`src/rtl/spec_dfe_pkg.sv`:
```
package spec_dfe_pkg;

  // Decisions produced per clock (half rate: even and odd).
  localparam int unsigned LANES_PER_CLK = 2;

  // Accumulator width that holds a sample plus all tap terms without wrap.
  function automatic int unsigned acc_width(input int unsigned samp_w,
                                            input int unsigned coef_w,
                                            input int unsigned taps);
    int unsigned widest;
    widest = (samp_w > coef_w) ? samp_w : coef_w;
    return widest + $clog2(taps + 1) + 1;
  endfunction

endpackage

```
`src/rtl/spec_dfe_isi.sv`:
```
// Subtracts taps 2..NUM_TAPS from a sample, using past decisions as +/-1.
// past[k-1] is the decision k bit-times before the current one; past[0] is
// left to the speculative stage and is not used here.
module spec_dfe_isi #(
  parameter int unsigned SAMPLE_W = 8,
  parameter int unsigned COEF_W   = 8,
  parameter int unsigned NUM_TAPS = 5,
  parameter int unsigned ACC_W    = 12
) (
  input  logic [SAMPLE_W-1:0]        samp,
  input  logic [NUM_TAPS*COEF_W-1:0] coef,
  input  logic [NUM_TAPS-1:0]        past,
  output logic signed [ACC_W-1:0]    base
);

  // One signed term per tap: +Hk when the past bit is 1, -Hk when it is 0.
  function automatic logic signed [ACC_W-1:0] tap_term(input logic [COEF_W-1:0] c,
                                                       input logic b);
    logic signed [ACC_W-1:0] ext;
    ext = {{(ACC_W-COEF_W){c[COEF_W-1]}}, c};
    return b ? ext : -ext;
  endfunction

  logic signed [ACC_W-1:0] term [NUM_TAPS];

  // The H1 slot carries no term: that tap is resolved by speculation.
  assign term[0] = '0;

  for (genvar k = 1; k < NUM_TAPS; k++) begin : g_tap
    assign term[k] = tap_term(coef[k*COEF_W +: COEF_W], past[k]);
  end

  always_comb begin
    base = {{(ACC_W-SAMPLE_W){samp[SAMPLE_W-1]}}, samp};
    for (int k = 1; k < NUM_TAPS; k++) begin
      base = base - term[k];
    end
  end

endmodule

```
`src/rtl/spec_dfe_slice2.sv`:
```
// Two speculative slicers for the first tap and the mux that picks one.
module spec_dfe_slice2 #(
  parameter int unsigned COEF_W = 8,
  parameter int unsigned ACC_W  = 12
) (
  input  logic signed [ACC_W-1:0] base,
  input  logic [COEF_W-1:0]       h1,
  input  logic                    prev,
  output logic                    slice_up,
  output logic                    slice_dn,
  output logic                    dec
);

  // Slicer: 1 for a sum at or above zero.
  function automatic logic slice(input logic signed [ACC_W-1:0] s);
    return ~s[ACC_W-1];
  endfunction

  logic signed [ACC_W-1:0] h1_ext;
  logic signed [ACC_W-1:0] sum_up;  // previous bit assumed +1
  logic signed [ACC_W-1:0] sum_dn;  // previous bit assumed -1

  assign h1_ext   = {{(ACC_W-COEF_W){h1[COEF_W-1]}}, h1};
  assign sum_up   = base - h1_ext;
  assign sum_dn   = base + h1_ext;
  assign slice_up = slice(sum_up);
  assign slice_dn = slice(sum_dn);
  assign dec      = prev ? slice_up : slice_dn;

endmodule

```
`src/rtl/spec_dfe_hist.sv`:
```
// Output registers: per-lane decisions and the shifted bit history.
module spec_dfe_hist #(
  parameter int unsigned HIST_W = 5,
  parameter int unsigned LANES  = 2
) (
  input  logic              clk,
  input  logic              rst_n,
  input  logic              valid,
  input  logic [LANES-1:0]  cur,    // cur[0] oldest of the group
  output logic [LANES-1:0]  dec_q,
  output logic [HIST_W-1:0] hist_q
);

  logic [HIST_W-1:0] hist_nxt;

  // Newest bit lands in position 0; older entries move up by LANES.
  for (genvar j = 0; j < HIST_W; j++) begin : g_nxt
    if (j < LANES) begin : g_new
      assign hist_nxt[j] = cur[LANES-1-j];
    end else begin : g_old
      assign hist_nxt[j] = hist_q[j-LANES];
    end
  end

  always_ff @(posedge clk or negedge rst_n) begin
    if (!rst_n) begin
      hist_q <= '0;
      dec_q  <= '0;
    end else if (valid) begin
      hist_q <= hist_nxt;
      dec_q  <= cur;
    end
  end

endmodule

```
`src/rtl/spec_dfe_hr.sv`:
```
// Half-rate decision feedback equalizer with the first tap speculated.
module spec_dfe_hr #(
  parameter int unsigned SAMPLE_W = 8,
  parameter int unsigned COEF_W   = 8,
  parameter int unsigned NUM_TAPS = 5
) (
  input  logic                        clk,
  input  logic                        rst_n,
  input  logic                        valid_i,
  input  logic [SAMPLE_W-1:0]         samp_even_i,
  input  logic [SAMPLE_W-1:0]         samp_odd_i,
  input  logic [NUM_TAPS*COEF_W-1:0]  coef_i,
  output logic                        dec_even_o,
  output logic                        dec_odd_o,
  output logic [NUM_TAPS-1:0]         hist_o
);

  localparam int unsigned LANES = spec_dfe_pkg::LANES_PER_CLK;
  localparam int unsigned ACC_W = spec_dfe_pkg::acc_width(SAMPLE_W, COEF_W, NUM_TAPS);

  logic [SAMPLE_W-1:0]     lane_samp [LANES];
  logic [NUM_TAPS-1:0]     lane_past [LANES];
  logic signed [ACC_W-1:0] lane_base [LANES];
  logic                    lane_up_w [LANES];
  logic                    lane_dn_w [LANES];
  logic                    lane_dec_w[LANES];

  // Named probes for the checker (bit L belongs to lane L).
  logic [LANES-1:0] lane_up;
  logic [LANES-1:0] lane_dn;
  logic [LANES-1:0] lane_prev;
  logic [LANES-1:0] lane_dec;
  logic [LANES-1:0] dec_q;

  assign lane_samp[0] = samp_even_i;
  assign lane_samp[1] = samp_odd_i;

  for (genvar l = 0; l < LANES; l++) begin : g_lane
    // Past bit k bit-times back: from this cycle's earlier lanes, else history.
    for (genvar k = 1; k <= NUM_TAPS; k++) begin : g_past
      if (k <= l) begin : g_cur
        assign lane_past[l][k-1] = lane_dec_w[l-k];
      end else begin : g_hist
        assign lane_past[l][k-1] = hist_o[k-l-1];
      end
    end

    spec_dfe_isi #(
      .SAMPLE_W (SAMPLE_W),
      .COEF_W   (COEF_W),
      .NUM_TAPS (NUM_TAPS),
      .ACC_W    (ACC_W)
    ) isi_i (
      .samp (lane_samp[l]),
      .coef (coef_i),
      .past (lane_past[l]),
      .base (lane_base[l])
    );

    spec_dfe_slice2 #(
      .COEF_W (COEF_W),
      .ACC_W  (ACC_W)
    ) slc_i (
      .base     (lane_base[l]),
      .h1       (coef_i[COEF_W-1:0]),
      .prev     (lane_past[l][0]),
      .slice_up (lane_up_w[l]),
      .slice_dn (lane_dn_w[l]),
      .dec      (lane_dec_w[l])
    );

    assign lane_up[l]   = lane_up_w[l];
    assign lane_dn[l]   = lane_dn_w[l];
    assign lane_prev[l] = lane_past[l][0];
    assign lane_dec[l]  = lane_dec_w[l];
  end

  spec_dfe_hist #(
    .HIST_W (NUM_TAPS),
    .LANES  (LANES)
  ) hist_i (
    .clk    (clk),
    .rst_n  (rst_n),
    .valid  (valid_i),
    .cur    (lane_dec),
    .dec_q  (dec_q),
    .hist_q (hist_o)
  );

  assign dec_even_o = dec_q[0];
  assign dec_odd_o  = dec_q[1];

endmodule

```
`config.mk`:
```
export PLATFORM = sky130hd
export DESIGN_NAME = spec_dfe_hr
export DESIGN_NICKNAME = d
export VERILOG_FILES = /design/src/rtl/spec_dfe_pkg.sv /design/src/rtl/spec_dfe_isi.sv /design/src/rtl/spec_dfe_slice2.sv /design/src/rtl/spec_dfe_hist.sv /design/src/rtl/spec_dfe_hr.sv
export SDC_FILE = /design/constraint.sdc
export NUM_CORES = 1
export LEC_CHECK = 0
export BUFFER_PORTS_ARGS = -buffer_cell sky130_fd_sc_hd__buf_2
export CAP_MARGIN = 20
export CORE_UTILIZATION = 45
export CTS_CLUSTER_SIZE = 28
export DETAILED_ROUTE_END_ITERATION = 12
export PLACE_DENSITY_LB_ADDON = 0.3
export SYNTH_ARGS = -nofsm -noshare
export SYNTH_HDL_FRONTEND = slang
export SYNTH_SLANG_ARGS = --single-unit
```
`constraint.sdc`:
```
create_clock -name clk -period 12.1 [get_ports clk]
set_input_delay 0.605 -clock clk [delete_from_list [all_inputs] [get_ports clk]]
set_output_delay 0.605 -clock clk [all_outputs]
set_load 0.03 [all_outputs]
```
==> results of run 1 <==
## layout make-up
cell class              count  area, um^2  share of cell area (%)
repair buffers             66       332.8                   5.701
flip-flops and latches      5       125.1                   2.143
multi-input cells         490        4578                   78.42
inverters                 145       544.3                   9.323
clock buffers               4       78.83                   1.350
well taps                 143       178.9                   3.065
## worst max-delay path by stage
stage | depth (start not counted) | startpoint | endpoint
6_report | 22 | hist_i.hist_q[1] | hist_i.hist_q[0]
5_1_grt | 22 | hist_i.hist_q[2] | hist_i.hist_q[0]
4_1_cts | 22 | hist_i.hist_q[2] | hist_i.hist_q[0]
3_5_place_dp | 25 | coef_i[8] | hist_i.hist_q[0]
3_3_place_gp | 25 | coef_i[24] | hist_i.hist_q[0]
2_1_floorplan | 23 | hist_i.hist_q[3] | hist_i.hist_q[0]
## layer usage
layer	wire length, um	up-vias
li1	-	2210
met1	5849	2101
met2	6153	96
met3	395	14
met4	182	0
met5	0	-
## cells in the mapped netlist (2+ instances only)
cell type,count
or3_1,4
a2111oi_0,2
a21oi_1,39
o21ai_0,22
and2_1,4
o21bai_1,7
o21ai_1,2
fa_1,65
xnor3_1,2
or2_2,3
a211o_1,3
buf_2,2
nand2_1,23
nor3_2,2
o2111ai_1,5
o21a_1,13
dfrtp_1,5
inv_1,145
and3_4,2
clkbuf_1,6
nor2_1,63
nor3_4,2
nor3b_1,5
o211ai_1,5
xor2_1,12
nor2b_1,4
nand3_1,5
mux2_2,7
mux2i_1,8
o31ai_4,2
o211a_1,2
a21o_1,9
a31oi_1,4
a21boi_0,4
ha_1,71
buf_4,3
nor3_1,11
xnor2_1,60
## cell families after synthesis
| family | count (synthesis) | share of synthesized area (%) |
|---|---|---|
| fa+ha+maj | 136 | 41.18 |
| xor+xnor | 75 | 13.15 |
| flops | 5 | 2.353 |
| simple gates | 134 | 12.26 |
| mux | 15 | 2.988 |
| compound gates | 130 | 16.52 |
| buf+inv | 158 | 11.55 |
## metrics by stage
| stage | std cells | instance area (um^2) | hold slack [ps] |
|---|---|---|---|
| 2_1_floorplan | 653 | 5318 | 309.4 |
| 3_3_place_gp | 849 | 5759 | 434.2 |
| 3_5_place_dp | 849 | 5759 | 434.1 |
| 4_1_cts | 853 | 5838 | 198.3 |
| 5_1_grt | 853 | 5838 | 201.4 |
| 6_report | 853 | 5838 | 195.6 |
==> results.md, run 1 <==
* CTS Root Cell: clkbuf_16
* Initial Util at 46.37%
* Overflow after GRT at 0
* Crit path max fanout at 23
* Flop and latch count out of synthesis at 5
* CTS hold repair buffers at 0
* Commonest non-fill, non-tap cell in the layout: inv_1
* Top_reg_cell synth: dfrtp_1
* CP max stage delay at 820 ps
* Post-DP HPWL at 11.39 mm
* Synthesized area at 5318 um^2
* Post-layout util at 50.91%
* Fillers at 1,107
* Least-Margin Pin Slew at 981.4 ps
* Max Slew Vio Count at 0
* Met1 usage at 27.29%
* Crit path buffers/inverters at 1
* Post-cts resize count at 0
* DP Worst Slack at 5195 ps
* Cts bufs inserted at 3
* DR vias at 4,421
* Post-CTS setup buffers at 0
* Fin worst setup slack at 5390 ps
* Per-cell routed wire length at 14.75 um
* Diodes inserted at 0
* Async set-reset flop share out of synthesis at 100.0%
* All-layer global routing usage at 21.01%
* CP Launch Type: flop
* Synth area leader: fa_1
* Status: complete, no violations
* Clk slew on worst S/H paths at 30 ps
* Vias per cell at 5.183
* Post-Syn Instances at 653
* Die area at 12,260 um^2
* Relative slew slack at 32.88%
* Initial drt markers at 124
* Synthesized Nets at 848
* Core area at 11,470 um^2
* Sequential-to-total area share from yosys stat at 2.353%
* CTS HTree Levels at 1
* Max-cap viol count at 0
* Global-route wire length before repair at 21.29 mm
* Max reg flops at 5
* Most flops, register: hist_i.hist_q
* Regs by FF count: hist_i.hist_q (5)
* CTS max path bufs at 2
* Most frequent cells in the layout: inv_1 (145), ha_1 (71), fa_1 (65), buf_2 (65), nor2_1 (63)
* Number of cells on the worst reg-to-reg path at 22
* Worst endpoint required time at 12,210 ps
* Final Skew at 0.4237 ps
* Std-Cell Rows at 39
* Setup violations, final at 0
* DRC at 0
* Worst Setup End Kind: flop
* Layout cells sized above 1 at 13.38%
* Horiz. Die Dim at 110.7 um
* Worst Path Arrival at 6820 ps
* Total Neg Setup Slack at 0 ps
* GPL Wtd Cong at 0.8887
* Final hold vios at 0
* Initial antenna violation count at 0
* Routed WL at 12.58 mm
* Worst hold-check path type: in -> async
* Distinct cells, synth at 58
* Number of flops mapped to enable cells by yosys at 0
* Critical path cell sequence: mux2i_1, fa_1, fa_1, fa_1, inv_1, fa_1, nor2b_1, o21ai_0, a21boi_0, o21ai_0, a21boi_0, o21ai_0, a21boi_0, nor2_1, ha_1, a2111oi_0, a21oi_1, or3_1, a211o_1, nand2_1, o21ai_1, o311ai_1
* DRT Pass-1 Iters at 4
* TritonCTS clock tree: built
* Layout Nets at 906
* Worst r2r src: hist_i.hist_q[1]
* Met3 Use GR at 2.460%
* Later-pin clock latency in the skew report at 230 ps
* I/O Pins at 66
* RSZ-0062 raised after global routing: no
* Die extent in y at 110.7 um
* Most common cell on crit path: fa_1
* Final period util at 55.45%
* Tmin final at 6710 ps
* Vias in the first global route at 4,600
* Family with the most delay on the worst path: compound AO/OA/AOI/OAI gates
* Area contributors post-synth: fa_1 (24%), ha_1 (17%), inv_1 (10%)
* Syn avg cell area at 8.143 um^2
* Peak Freq at 149.0 MHz
* IO buf count at 65
* Slowest cell on the critical path: dfrtp_1
* Layout Area Growth over Synthesis at 9.788%
* Top-area cell type share of the netlist area at 24.47%
* Routed Antenna Nets at 0
* Gr busiest metal: met2
* Largest net degree at the start of global routing at 24
* FF-to-FF End: hist_i.hist_q[0]
* Global-route met2 utilization at 37.76%
* Critical setup path kind: reg -> reg
* CTS sink cnt at 5
* Yosys Warn Count at 0
* Flop2flop setup slack at 5390 ps
Power of run 1 is left out: the tool's default activity adds up to more than one toggle a clock period on the data nets, which glitch-free logic cannot reach.
==> run 2: changes to the inputs <==
==> constraint.sdc (replaced) <==
create_clock -name clk -period 6 [get_ports clk]
set_input_delay 0.3 -clock clk [delete_from_list [all_inputs] [get_ports clk]]
set_output_delay 0.3 -clock clk [all_outputs]
set_load 0.03 [all_outputs]
==> results.md, run 2 (synthesis results as in run 1) <==
* Status: complete, no violations
* Placed Instances at 892
* Layout Area Growth over Synthesis at 20.24%
* Regs by FF count: hist_i.hist_q (5)
* CP Launch Type: flop
* Least-Margin Pin Slew at 433.3 ps
* Global-route wire length before repair at 21.75 mm
* Vias in the first global route at 4,557
* Routed Antenna Nets at 0
* Per-cell routed wire length at 14.68 um
* Initial drt markers at 162
* CTS HTree Levels at 1
* I/O Pins at 66
* Tmin final at 5850 ps
* Final Non-Filler Cells at 903
* Max-cap viol count at 0
* CP max stage delay at 550 ps
* DRC at 0
* CTS max path bufs at 2
* Initial Util at 46.37%
* Peak Freq at 170.9 MHz
* CTS Root Cell: clkbuf_16
* Worst endpoint required time at 6130 ps
* Initial antenna violation count at 0
* GPL Wtd Cong at 0.9320
* CTS sink cnt at 5
* Core area at 11,470 um^2
* Diodes inserted at 0
* Commonest non-fill, non-tap cell in the layout: inv_1
* Final hold vios at 0
* Most common cell on crit path: fa_1
* Crit path max fanout at 7
* Worst hold-check path type: in -> reg
* Layout Nets at 956
* Die area at 12,260 um^2
* Max reg flops at 5
* Final period util at 97.50%
* Final instance area at 6394 um^2
* All-layer global routing usage at 21.56%
* Clk slew on worst S/H paths at 40 ps
* Slowest cell on the critical path: fa_1
* Layout cells sized above 1 at 23.55%
* TritonCTS clock tree: built
* Critical setup path kind: reg -> reg
* Vias per cell at 5.107
* Hold slack at 376.3 ps
* Cts bufs inserted at 3
* Worst Setup End Kind: flop
* Worst Hold Launch: valid_i
* Placed cell area at 6092 um^2
* Relative slew slack at 71.08%
* Die extent in y at 110.7 um
* Std-Cell Rows at 39
* Worst r2r src: hist_i.hist_q[1]
* Overflow after GRT at 0
* Later-pin clock latency in the skew report at 240 ps
* DR vias at 4,612
* Horiz. Die Dim at 110.7 um
* Routed WL at 13.25 mm
* Family with the most delay on the worst path: adder cells
* Most frequent cells in the layout: inv_1 (143), ha_1 (65), buf_2 (65), fa_1 (64), nor2_1 (62)
* Setup violations, final at 0
* Crit. Startpoint: hist_i.hist_q[1]
* Post-DP HPWL at 11.72 mm
* Largest net degree at the start of global routing at 19
* IO buf count at 65
* DRT Pass-1 Iters at 5
* Crit path buffers/inverters at 2
* Most flops, register: hist_i.hist_q
* Max Slew Vio Count at 0
* Worst Path Arrival at 5980 ps
* RSZ-0062 raised after global routing: yes
* Final Skew at 3.679 ps
==> run 2: final cells by class <==
cell class | count | area (um^2)
clock buffer | 3 | 75.07
clock inverter | 1 | 5.005
fill | 1047 | 5074
inverter | 145 | 544.3
multi-input combinational | 490 | 4751
sequential | 5 | 128.9
tap | 143 | 178.9
timing repair buffer | 116 | 710.7
==> run 2: per-layer routing <==
layer  wire length (um)  track usage [%]  vias to the layer above
li1                   -                -                     2308
met1               6293            29.21                     2201
met2               6501            38.67                       97
met3                409            2.023                        6
met4                 50            1.689                        0
met5                  0                0                        -
==> run 2: worst paths after layout <==
kind / end / slack [ps] / cells past startpoint
setup / recovery: hist_i.hist_q[0] / 150 / 25
hold / removal: hist_i.hist_q[1] / 380 / 2
setup reg to reg: hist_i.hist_q[0] / 150 / 25
hold reg to reg: hist_i.hist_q[4] / 880 / 2
max in group asynchronous: hist_i.hist_q[2] / 5410 / 2
min in group asynchronous: hist_i.hist_q[3] / 420 / 2
==> run 2: per-stage QoR <==
stage	util (%)	TNS, ps	setup slack (ps)
after global placement	53.13	-90.86	-90.86
after CTS	54.08	0	13.56
after global routing	55.76	-68.46	-68.46
after floorplan	-	0	4.703
after detailed placement	53.13	-598.9	-346.3
final	55.76	0	149.9
==> run 2: timing repair <==
item	4_1_cts	5_1_grt
gates cloned	0	0
resized for setup	4	40
endpoints found under the setup margin	2	2
pin swaps	0	29
endpoints found under the hold margin	5	0
setup buffers	2	4
hold buffers	1	0
==> run 2: worst reg2reg max path: stages, from the launching register on <==
cell and delay [ps]:
dfrtp_2 480, nor2_1 220, xnor2_2 100, fa_1 510, fa_1 550, inv_1 50
fa_1 490, inv_1 40, ha_1 320, o21ai_2 110, a21boi_4 80, o21ai_2 180
a21boi_2 80, o21ai_1 180, a21boi_1 110, or4_1 540, nand3_2 120, ha_4 210
a21o_1 190, a21oi_2 140, o211ai_1 140, or3_1 420, a211o_1 280, nand2_2 60
o21ai_1 60, o311ai_1 70
Power of run 2 is left out for the same reason.
==> run 3: changes to the inputs <==
--- a/config.mk
+++ b/config.mk
@@ -7,7 +7,9 @@
 export LEC_CHECK = 0
 export BUFFER_PORTS_ARGS = -buffer_cell sky130_fd_sc_hd__buf_2
 export CAP_MARGIN = 20
-export CORE_UTILIZATION = 45
+export CELL_PAD_IN_SITES_DETAIL_PLACEMENT = 1
+export CELL_PAD_IN_SITES_GLOBAL_PLACEMENT = 2
+export CORE_UTILIZATION = 33
 export CTS_CLUSTER_SIZE = 28
 export DETAILED_ROUTE_END_ITERATION = 12
 export PLACE_DENSITY_LB_ADDON = 0.3
==> results.md, run 3 (synthesis results as in run 1) <==
* Status: complete, no violations
* Regs by FF count: hist_i.hist_q (5)
* DR vias at 4,747
* Final period util at 95.79%
* Overflow after GRT at 0
* Most flops, register: hist_i.hist_q
* Routed WL at 15.88 mm
* Layout cells sized above 1 at 27.75%
* CP max stage delay at 520 ps
* Peak Freq at 174.0 MHz
* Routed Antenna Nets at 0
* Vias in the first global route at 5,208
* Per-cell routed wire length at 15.91 um
* Critical setup path kind: reg -> reg
* Relative slew slack at 69.68%
* Layout Area Growth over Synthesis at 27.93%
* Layout Nets at 978
* CTS sink cnt at 5
* Clk slew on worst S/H paths at 40 ps
* Slowest cell on the critical path: fa_1
* Diodes inserted at 0
* Die area at 16,630 um^2
* IO buf count at 65
* Commonest non-fill, non-tap cell in the layout: inv_1
* Setup violations, final at 0
* CTS Root Cell: clkbuf_16
* DRT Pass-1 Iters at 6
* Max reg flops at 5
* Global-route wire length before repair at 25.59 mm
* Die extent in y at 128.9 um
* CP Launch Type: flop
* Worst endpoint required time at 6130 ps
* Least-Margin Pin Slew at 454.3 ps
* Most common cell on crit path: fa_1
* Final hold vios at 0
* DRC at 0
* Vias per cell at 4.757
* Worst Setup End Kind: flop
* Most frequent cells in the layout: inv_1 (143), buf_4 (67), buf_2 (65), fa_1 (64), ha_1 (64)
* Crit path max fanout at 20
* Worst hold-check path type: in -> reg
* CTS HTree Levels at 1
* Largest net degree at the start of global routing at 21
* All-layer global routing usage at 19.64%
* GPL Wtd Cong at 0.8236
* Fillers at 1,932
* Post-layout util at 42.98%
* Cts bufs inserted at 3
* Core area at 15,830 um^2
* Max-cap viol count at 0
* TritonCTS clock tree: built
* I/O Pins at 66
* Initial antenna violation count at 0
* Initial drt markers at 107
* Later-pin clock latency in the skew report at 230 ps
* Horiz. Die Dim at 128.9 um
* Std-Cell Rows at 46
* Worst Path Arrival at 5880 ps
* Post-DP HPWL at 14.48 mm
* Max Slew Vio Count at 0
* CTS max path bufs at 2
* Final Skew at 2.787 ps
* Initial Util at 33.60%
* Tmin final at 5747 ps
## run 3: timing repair
action / in CTS / in global routing
cloned: 0 / 0
hold endpoints to repair: 5 / 0
setup endpoints to repair: 2 / 2
gates resized for setup: 8 / 59
pin swaps: 0 / 41
buffers inserted: 0 / 5
hold buffers: 1 / 0
## run 3: worst paths after layout
kind / start / endpoint / slack [ps] / depth (start not counted)
min reg2reg: hist_i.hist_q[3] / hist_i.hist_q[3] / 830 / 2
min in group asynchronous: rst_n / hist_i.hist_q[1] / 430 / 2
min: valid_i / hist_i.hist_q[1] / 410 / 2
max reg2reg: hist_i.hist_q[3] / hist_i.hist_q[0] / 250 / 27
max: hist_i.hist_q[3] / hist_i.hist_q[0] / 250 / 27
max in group asynchronous: rst_n / hist_i.hist_q[2] / 5400 / 2
## run 3: critical path: cells and delay by family (launching register included)
kind | cells | cell delay [ps]
adder cells (fa/ha/maj) | 5 | 1990
AO/OA/AOI/OAI | 11 | 1600
AND/OR/NAND/NOR | 5 | 840
buffers and inverters | 5 | 610
flip-flops | 1 | 460
XOR/XNOR | 1 | 140
## run 3: cell type report
| class | count | area (um^2) | share of cell area, % |
|---|---|---|---|
| inverter | 145 | 544.3 | 8.001 |
| sequential | 5 | 128.9 | 1.894 |
| clock buffer | 4 | 78.83 | 1.159 |
| tap | 216 | 270.3 | 3.973 |
| timing repair buffer | 138 | 903.4 | 13.28 |
| multi-input combinational | 490 | 4877 | 71.69 |
## run 3: per-stage QoR
step | hold WS (ps) | instance area, um^2 | setup TNS, ps | std cells | worst slack, ps
floorplan | 4.409 | 5340 | 0 | 653 | 4.703
global placement | 138.0 | 6369 | -351.2 | 988 | -290.9
detailed placement | 136.1 | 6369 | -746.7 | 988 | -429.4
CTS | 398.4 | 6485 | 0 | 993 | 5.245
global route | 411.3 | 6803 | -37.95 | 998 | -37.95
finish | 405.2 | 6803 | 0 | 998 | 252.7
## run 3: per-layer routing
metal	track usage, %	part of all wire, %
met5	0	0
met4	3.460	1.5
met3	1.830	2.2
met2	36.88	52
met1	24.43	45
Power of run 3 is left out for the same reason.
